[config.mk]
export PLATFORM = sky130hd
export DESIGN_NAME = bcd_alu
export DESIGN_NICKNAME = d
export VERILOG_FILES = /design/src/rtl/bcd_alu_pkg.sv /design/src/rtl/bcd_alu_bin.sv /design/src/rtl/bcd_alu_dadd.sv /design/src/rtl/bcd_alu_dsub.sv /design/src/rtl/bcd_alu.sv
export SDC_FILE = /design/constraint.sdc
export NUM_CORES = 1
export LEC_CHECK = 0
export ABC_AREA = 1
export CAP_MARGIN = 30
export CELL_PAD_IN_SITES_DETAIL_PLACEMENT = 0
export CELL_PAD_IN_SITES_GLOBAL_PLACEMENT = 1
export CORE_UTILIZATION = 25
export CTS_BUF_LIST = sky130_fd_sc_hd__clkbuf_8
export DETAILED_ROUTE_END_ITERATION = 16
export MAX_ROUTING_LAYER = met4
export PLACE_DENSITY = 0.54
export REMOVE_ABC_BUFFERS = 1
export SYNTH_ARGS = -nofsm -noshare
export SYNTH_HDL_FRONTEND = slang
export SYNTH_SLANG_ARGS = --single-unit
export TNS_END_PERCENT = 20
[constraint.sdc]
create_clock -name clk -period 6.05 [get_ports clk]
set_clock_uncertainty 0.2 [all_clocks]
set_input_delay 1.5125 -clock clk [delete_from_list [all_inputs] [get_ports clk]]
set_output_delay 1.5125 -clock clk [all_outputs]
set_load 0.1 [all_outputs]
[src/rtl/bcd_alu_pkg.sv]
package bcd_alu_pkg;

    localparam int DW = 8;
    localparam int NW = 4;

    localparam logic [NW:0]   LO_LIMIT    = 5'd10;
    localparam logic [NW-1:0] ADJ_NIB     = 4'd6;
    localparam logic [DW-1:0] HI_LIMIT    = 8'hA0;
    localparam logic [DW-1:0] ADJ_HI      = 8'h60;
    localparam logic [DW:0]   DIGIT_CARRY = 9'h010;

    localparam int ST_N = 7;
    localparam int ST_V = 6;
    localparam int ST_Z = 1;
    localparam int ST_C = 0;

    typedef enum logic {VAR_EARLY = 1'b0, VAR_LATE = 1'b1} variant_e;
    typedef enum logic [1:0] {
        SEL_BADD = 2'b00,
        SEL_BSUB = 2'b01,
        SEL_DADD = 2'b10,
        SEL_DSUB = 2'b11
    } path_sel_e;

    typedef struct packed {
        logic n;
        logic v;
        logic z;
        logic c;
    } flags_t;

    typedef struct packed {
        logic [DW-1:0] value;
        flags_t        fl;
    } alu_res_t;

    function automatic logic add_ovf(input logic a7, input logic b7, input logic r7);
        return (a7 == b7) && (r7 != a7);
    endfunction

    function automatic logic sub_ovf(input logic a7, input logic b7, input logic r7);
        return (a7 != b7) && (r7 != a7);
    endfunction

    function automatic logic [DW-1:0] pack_status(input flags_t f);
        logic [DW-1:0] s;
        s       = '0;
        s[ST_N] = f.n;
        s[ST_V] = f.v;
        s[ST_Z] = f.z;
        s[ST_C] = f.c;
        return s;
    endfunction

endpackage

[src/rtl/bcd_alu_bin.sv]
module bcd_alu_bin
    import bcd_alu_pkg::*;
#(
    parameter bit SUB = 1'b0
) (
    input  logic [DW-1:0] a,
    input  logic [DW-1:0] b,
    input  logic          cin,
    output alu_res_t      res
);
    logic [DW-1:0] b_eff;
    logic [DW:0]   sum;

    generate
        if (SUB) begin : g_sub
            assign b_eff = ~b;
        end else begin : g_add
            assign b_eff = b;
        end
    endgenerate

    assign sum = {1'b0, a} + {1'b0, b_eff} + {{DW{1'b0}}, cin};

    always_comb begin
        res.value = sum[DW-1:0];
        res.fl.c  = sum[DW];
        res.fl.n  = sum[DW-1];
        res.fl.z  = (sum[DW-1:0] == '0);
        res.fl.v  = SUB ? sub_ovf(a[DW-1], b[DW-1], sum[DW-1])
                        : add_ovf(a[DW-1], b[DW-1], sum[DW-1]);
    end
endmodule

[src/rtl/bcd_alu_dadd.sv]
module bcd_alu_dadd
    import bcd_alu_pkg::*;
(
    input  logic [DW-1:0] a,
    input  logic [DW-1:0] b,
    input  logic          cin,
    input  logic          late,
    input  logic          bin_zero,
    output alu_res_t      res
);
    logic [NW:0]   lo_raw;
    logic          lo_carry;
    logic [NW-1:0] lo_fix;
    logic [DW:0]   mid;
    logic          hi_carry;
    logic [DW-1:0] fin;

    assign lo_raw   = {1'b0, a[NW-1:0]} + {1'b0, b[NW-1:0]} + {{NW{1'b0}}, cin};
    assign lo_carry = (lo_raw >= LO_LIMIT);
    assign lo_fix   = lo_carry ? (lo_raw[NW-1:0] + ADJ_NIB) : lo_raw[NW-1:0];

    assign mid = {1'b0, a[DW-1:NW], {NW{1'b0}}}
               + {1'b0, b[DW-1:NW], {NW{1'b0}}}
               + {{(DW-NW+1){1'b0}}, lo_fix}
               + (lo_carry ? DIGIT_CARRY : '0);

    assign hi_carry = mid[DW] | (mid[DW-1:0] >= HI_LIMIT);
    assign fin      = mid[DW-1:0] + (hi_carry ? ADJ_HI : '0);

    always_comb begin
        res.value = fin;
        res.fl.c  = hi_carry;
        res.fl.v  = add_ovf(a[DW-1], b[DW-1], mid[DW-1]);
        if (late) begin
            res.fl.n = fin[DW-1];
            res.fl.z = (fin == '0);
        end else begin
            res.fl.n = mid[DW-1];
            res.fl.z = bin_zero;
        end
    end
endmodule

[src/rtl/bcd_alu_dsub.sv]
module bcd_alu_dsub
    import bcd_alu_pkg::*;
(
    input  logic [DW-1:0] a,
    input  logic [DW-1:0] b,
    input  logic          cin,
    input  logic          late,
    input  flags_t        bin_fl,
    output alu_res_t      res
);
    logic [NW:0]   lo_raw;
    logic          lo_borrow;
    logic [NW-1:0] lo_fix;
    logic [DW:0]   mid;
    logic          hi_borrow;
    logic [DW-1:0] adj;
    logic [DW-1:0] fin;

    assign lo_raw    = {1'b0, a[NW-1:0]} - {1'b0, b[NW-1:0]} - {{NW{1'b0}}, ~cin};
    assign lo_borrow = lo_raw[NW];
    assign lo_fix    = (lo_borrow && !late) ? (lo_raw[NW-1:0] - ADJ_NIB) : lo_raw[NW-1:0];

    assign mid = {1'b0, a[DW-1:NW], lo_fix}
               - {1'b0, b[DW-1:NW], {NW{1'b0}}}
               - (lo_borrow ? DIGIT_CARRY : '0);

    assign hi_borrow = mid[DW];
    assign adj       = mid[DW-1:0] - (hi_borrow ? ADJ_HI : '0);
    assign fin       = (late && lo_borrow) ? (adj - {{(DW-NW){1'b0}}, ADJ_NIB}) : adj;

    always_comb begin
        res.value = fin;
        res.fl.v  = bin_fl.v;
        res.fl.c  = bin_fl.c;
        if (late) begin
            res.fl.n = fin[DW-1];
            res.fl.z = (fin == '0);
        end else begin
            res.fl.n = bin_fl.n;
            res.fl.z = bin_fl.z;
        end
    end
endmodule

[src/rtl/bcd_alu.sv]
module bcd_alu
    import bcd_alu_pkg::*;
(
    input  logic          clk,
    input  logic          rst,
    input  logic [DW-1:0] opnd_a,
    input  logic [DW-1:0] opnd_b,
    input  logic          carry_in,
    input  logic          op_sub,
    input  logic          dec_en,
    input  logic          cmos_mode,
    output logic [DW-1:0] result_o,
    output logic [DW-1:0] status_o
);
    localparam int NUM_BIN = 2;

    alu_res_t  bin_res [NUM_BIN];
    alu_res_t  dadd_res;
    alu_res_t  dsub_res;
    alu_res_t  sel_res;
    alu_res_t  out_q;
    path_sel_e path;
    variant_e  variant;

    for (genvar g = 0; g < NUM_BIN; g++) begin : g_bin
        bcd_alu_bin #(.SUB(g[0])) u_bin (
            .a   (opnd_a),
            .b   (opnd_b),
            .cin (carry_in),
            .res (bin_res[g])
        );
    end

    assign variant = variant_e'(cmos_mode);

    bcd_alu_dadd u_dadd (
        .a        (opnd_a),
        .b        (opnd_b),
        .cin      (carry_in),
        .late     (variant == VAR_LATE),
        .bin_zero (bin_res[0].fl.z),
        .res      (dadd_res)
    );

    bcd_alu_dsub u_dsub (
        .a      (opnd_a),
        .b      (opnd_b),
        .cin    (carry_in),
        .late   (variant == VAR_LATE),
        .bin_fl (bin_res[1].fl),
        .res    (dsub_res)
    );

    assign path = path_sel_e'({dec_en, op_sub});

    always_comb begin
        unique case (path)
            SEL_BADD: sel_res = bin_res[0];
            SEL_BSUB: sel_res = bin_res[1];
            SEL_DADD: sel_res = dadd_res;
            SEL_DSUB: sel_res = dsub_res;
            default:  sel_res = bin_res[0];
        endcase
    end

    always_ff @(posedge clk) begin
        if (rst) begin
            out_q <= '0;
        end else begin
            out_q <= sel_res;
        end
    end

    assign result_o = out_q.value;
    assign status_o = pack_status(out_q.fl);
endmodule

======== After elaboration in Yosys (flattened, before gate mapping) ========
Cells that the tools add are included.
word-level totals
  bits in registers ....................... 12
  bits in latches ......................... 0
  RAM bits ................................ 0
  memory bits (read-only) ................. 0
  input bits .............................. 22
  output and inout bits ................... 16
  logic and storage cells ................. 59
  memories kept ........................... 0
operators by class
  add/subtract/negate cells ............... 18
  multipliers ............................. 0
  div/mod/pow operators ................... 0
  order comparisons ....................... 2
  equal/unequal tests ..................... 8
  shifts and indexed selects .............. 0
  multiplexer cells ....................... 12
  bitwise logic cells ..................... 3
  reduce and logical (&&, ||, !) cells .... 11
operators by type and width
  cell                                                                count
  case mux 12 bit (4 select lines)                                    1
  zero test 8 bit                                                     4
  adder 8 x 8 -> 9 bit                                                3
  adder 9 x 1 -> 9 bit                                                2
  two-way mux 7 bit                                                   2
  two-way mux 5 bit                                                   2
  adder 9 x 4 -> 9 bit                                                1
  adder 9 bit                                                         1
  subtractor 8 x 8 -> 9 bit                                           1
  subtractor 9 bit                                                    1
  adder 8 bit                                                         1
  greater-or-equal comparator 8 bit (second input constant)           1
  two-way mux 4 bit                                                   2
  two-way mux 8 bit                                                   1
  NOT 8 bit                                                           1
  subtractor 8 x 3 -> 8 bit (second input constant)                   1
  subtractor 8 bit                                                    1
  adder 4 x 4 -> 5 bit                                                1
  adder 5 x 1 -> 5 bit                                                1
  greater-or-equal comparator 5 x 4 -> 1 bit (second input constant)  1
  logical AND 1 bit                                                   5
  subtractor 4 x 4 -> 5 bit                                           1
  subtractor 5 x 1 -> 5 bit                                           1
  adder 4 x 3 -> 4 bit (second input constant)                        1
  other kinds (10)                                                    17

======== Depth between registers and ports, before layout ========
  depth in word-level cells ............... 13
  mapped depth ............................ 34

======== Hierarchy ========
A second synthesis with hierarchy kept.
second synthesis, totals
  cells, all modules ...................... 569
  area total of the unflattened synthesis .. 3362.0 µm²
modules (own cells, without submodules)
  module                         times used  cells an instance  area each (µm²)  sequential area each (µm²)
  bcd_alu_dsub                   1           176                1008.5           0.0
  bcd_alu                        1           126                754.5            240.2
  bcd_alu_dadd                   1           86                 591.8            0.0
  bcd_alu_bin at g_bin[1].u_bin  1           96                 515.5            0.0
  bcd_alu_bin at g_bin[0].u_bin  1           85                 491.7            0.0

======== Least setup slack after synthesis ========
Ideal clock, no wire load.
  path type ............................... input to register
  start point ............................. input opnd_a[0]
  end point ............................... register out_q, in the netlist status_o[1]
  library setup time ...................... 56 ps
  data arrival time ....................... 5873 ps
  path slack .............................. -79 ps
  stages on the path ...................... 31
  buffers on the path ..................... 0
  path through ............................ inv_1 > fa_1 > fa_1 > inv_1 > nand2_1 > and2_2 > ha_1 > nand2_1 > nand3_1 > nand2_1 > inv_1 > fa_1 > inv_1 > ha_1 > fa_1 > o21ai_0 > o21ai_0 > a21oi_1 > inv_1 > ha_1 > inv_1 > fa_1 > xor2_1 > nand2_1 > nor3_1 > nand4_1 > nand3_1 > nand3_1 > nand3_1 > nand2_1 > inv_1
on the way
  cells in the longest elaborated chain, start to end .. 13
  elaborated cells between the ends (all ways) .. 36
ends and longest elaborated chain
  element                                                                        RTL line                                source
  from (decl)                                                                    bcd_alu.sv:6                            input logic [DW-1:0] opnd_a,
  subtractor 4 x 4 -> 5 bit / adder 4 x 4 -> 5 bit (equally long branches)       bcd_alu_dsub.sv:19, bcd_alu_dadd.sv:18
  subtractor 5 x 1 -> 5 bit / adder 5 x 1 -> 5 bit (equally long branches)       bcd_alu_dsub.sv:19, bcd_alu_dadd.sv:18
  subtractor 4 x 3 -> 4 bit, or another cell as far along                        bcd_alu_dsub.sv:21                      assign lo_fix = (lo_borrow && !late) ? (lo_raw[NW-1:0] - ADJ_NIB) : lo_raw[NW-1:0];
  two-way mux 4 bit (on tied branches)                                           bcd_alu_dsub.sv:21, bcd_alu_dadd.sv:20
  subtractor 8 x 8 -> 9 bit / adder 9 x 4 -> 9 bit (equally long branches)       bcd_alu_dsub.sv:24, bcd_alu_dadd.sv:24
  subtractor 9 bit / adder 9 bit (equally long branches)                         bcd_alu_dsub.sv:25, bcd_alu_dadd.sv:25
  two-way mux 7 bit / greater-or-equal comparator 8 bit (equally long branches)  bcd_alu_dsub.sv:28, bcd_alu_dadd.sv:27
  subtractor 8 bit / OR 1 bit (equally long branches)                            bcd_alu_dsub.sv:28, bcd_alu_dadd.sv:27
  subtractor 8 x 3 -> 8 bit / two-way mux 7 bit (equally long branches)          bcd_alu_dsub.sv:29, bcd_alu_dadd.sv:28
  two-way mux 8 bit / adder 8 bit (equally long branches)                        bcd_alu_dsub.sv:29, bcd_alu_dadd.sv:28
  zero test 8 bit (on tied branches)                                             bcd_alu_dsub.sv:37, bcd_alu_dadd.sv:36
  two-way mux 1 bit (on tied branches)                                           bcd_alu_dsub.sv:35, bcd_alu_dadd.sv:34
  case mux 12 bit (4 select lines) (*)                                           bcd_alu.sv:57                           unique case (path)
  to (signal assigned)                                                           bcd_alu.sv:70                           out_q <= sel_res;
  to (decl)                                                                      bcd_alu.sv:21                           alu_res_t out_q;
Every way passes the cells marked *; elsewhere a longest branch is shown, timed or not.
A chain may end at the register's enable or synchronous reset.

======== Worst setup path after layout ========
Same ends and word-level chain as after synthesis.

==> impl_metrics.env <==
export IMPL_grt_max_degree=10
export IMPL_min_period_ps=5770
export IMPL_root_buffer="clkbuf_8"
export IMPL_clkSinkCount=12
export IMPL_dp_hpwl_um=7260
export IMPL_drt_total_wl_um=8240
export IMPL_drv_slew=0
export IMPL_synth_area_top_cells="ha_1 16%, nand2_1 14%, inv_1 11%"
export IMPL_yosys_area_top_type="ha_1"
export IMPL_slowest_delay_ps=430
export IMPL_peakVddDrop_mv=0.113
export IMPL_start_util_pct=25.9
export IMPL_relSlewSlack_pct=35.5
export IMPL_routabilityCongestion=0.856
export IMPL_fillers=1169
export IMPL_die_height_um=106
export IMPL_period_share_pct=95.3
export IMPL_rows=37
export IMPL_synth_top_area_share_pct=15.8
export IMPL_htreeDepth=1
export IMPL_vias=2830
export IMPL_wl_per_cell_um=12.7
export IMPL_cts_buffer_depth=2
export IMPL_max_cap_violations=0
export IMPL_hp_class="in2reg"
export IMPL_synthSimpleGateAreaFrac_pct=38.9
export IMPL_coreArea_um2=10400
export IMPL_synth_compound_area_share_pct=9.72
export IMPL_cts_buffers=3
export IMPL_antenna_found_initial=0
export IMPL_grt_pass1_vias=2854
export IMPL_syn_area_per_cell_um2=6.37
export IMPL_yosysWarnings=0
export IMPL_grt_pass1_wl_um=13800
export IMPL_area_growth_pct=38.9
export IMPL_p_leak_nw=1.94
export IMPL_synth_cell_types=46
export IMPL_yosys_area_share_adder_pct=24.7
export IMPL_hold_viol_final=0
export IMPL_worstSetupPathType="in2reg"
export IMPL_setup_viol_count_final=0
export IMPL_synth_top_family_by_area="simple AND/OR/NAND/NOR gates"
export IMPL_port_buffers=33
export IMPL_powerDensity_nw_per_um2=218
export IMPL_ctsHoldBuffers=0
export IMPL_synth_seq_cells=12
export IMPL_ys_seq_area_share_pct=8.93
export IMPL_final_antenna_net_count=0
export IMPL_worstSetupStartpointType="primary input"
export IMPL_dp_cells=629
export IMPL_arrival_ps=5750
export IMPL_finalHoldWorstSlack_ps=1880
export IMPL_muxShareOfSynthArea_pct=0
export IMPL_io_pins=38
export IMPL_synth_xor_area_share_pct=3.58
export IMPL_die_area_um2=11200
export IMPL_cts_tree="done"
export IMPL_nets=580
export IMPL_postSynthCellCount=422
export IMPL_status="finished, final reports clean"
export IMPL_worst_pin_slew_ps=965
export IMPL_worstSetupEndpointType="flop"
export IMPL_first_iter_violations=66
export IMPL_max_freq_mhz=173
export IMPL_hold_depth=2
export IMPL_dr_pass1_iters=5
export IMPL_clk_pin_slew_ps=60
export IMPL_grt_overflow_total=0
export IMPL_multi_input_area_um2=2190
export IMPL_track_usage_pct=15.9
export IMPL_die_w_um=106
export IMPL_drive_gt1_share_pct=24.9
export IMPL_seqCellArea_um2=240
export IMPL_n_antenna_cell=0
export IMPL_utilization_pct=36.0
export IMPL_routed_via_density=4.37
export IMPL_crit_required_ps=6040
export IMPL_p_total_mw=0.816
export IMPL_worstPathMaxFanout=2
export IMPL_finalNonFillerCells=647
export IMPL_critPathSlowestCell="fa_2"
export IMPL_synth_cell_area_um2=2690
export IMPL_drcViolationCount=0
state kept, by name (all words and copies together) (netlist names):
name and count:
status_o 4, result_o 8
synthesized netlist by cell type, drive strengths merged:
master   count
xor2         9
o21ai       12
nor2        30
ha          34
a31oi        6
nor3         3
o21bai       1
o211ai       1
clkbuf       1
nand3       47
nand4       13
and2         1
a21o         2
clkinv       1
a22oi        2
o2111a       1
inv         81
xnor2        2
conb         1
dfxtp       12
fa          12
nand3b       4
a221oi       1
or2          7
buf          9
a21oi       13
o31ai        1
o22ai        1
nand2      113
o2111ai      1
path summary, 6_finish.rpt:
| check | start | end | slack, ps |
|---|---|---|---|
| hold / removal | rst | status_o[6] | 1880 |
| setup / recovery | opnd_a[0] | status_o[1] | 280 |
worst max-delay path: cells and delay by family:
family	cells	cell delay [ps]
simple gates	12	1030
xor+xnor	1	140
fa+ha+maj	8	2180
compound gates	3	320
buf+inv	8	570
placed cells by master, fill, tap and decap left out, types with 5 or more instances in the layout:
cell,netlist,final
fa_1,12,6
a31oi_1,6,6
or2_2,6,6
dfxtp_1,12,12
nand4_1,13,13
o21ai_0,8,6
o21ai_1,3,5
fa_2,0,6
a21oi_1,11,10
inv_2,3,10
nand3_1,44,43
nor2_1,26,25
inv_1,77,70
ha_1,34,29
buf_4,4,59
xor2_1,9,8
nand2_1,103,96
nand2_2,6,13
clkdlybuf4s50_1,0,30
kinds of logic (layout without fill, tap and decap cells):
group           count (synthesis)  in the layout
simple gates                  218            218
buf+inv                        92            178
fa+ha+maj                      46             46
compound gates                 42             42
flops                          12             12
xor+xnor                       11             11
other cells                     1              4
metal layers:
layer	track usage (%)	share of wire, %	vias to the layer above
met3	0.247	1.3	6
met1	20.9	51	1270
met2	27.6	47	42
li1	-	-	1512
met4	2.58	0.64	0
met5	-	0	-
layout make-up:
cell class / instances / share of cell area [%]
tap: 136 / 4.55
multi-input combinational: 321 / 58.7
timing repair buffer: 92 / 20.4
clock buffer: 4 / 1.47
sequential: 12 / 6.43
inverter: 82 / 8.37
per-stage QoR:
stage,cell area (µm²),setup TNS (ps),worst slack [ps]
after CTS,3670,0,36.3
after detailed placement,3480,-2820,-845
after floorplan,2640,-95.6,-95.6
final,3740,0,284
after global placement,3480,-2280,-700
after global routing,3740,-11.9,-11.9
what timing repair did:
action,in CTS,in global routing
pin swaps,13,15
setup buffers,11,3
resized for setup,28,16
endpoints found under the setup margin,5,2
where the power goes:
part           internal, mW  switching (mW)
clock network        0.0576          0.0337
logic                 0.253           0.380
registers            0.0903         0.00240
(Power assumes the default switching activity.)
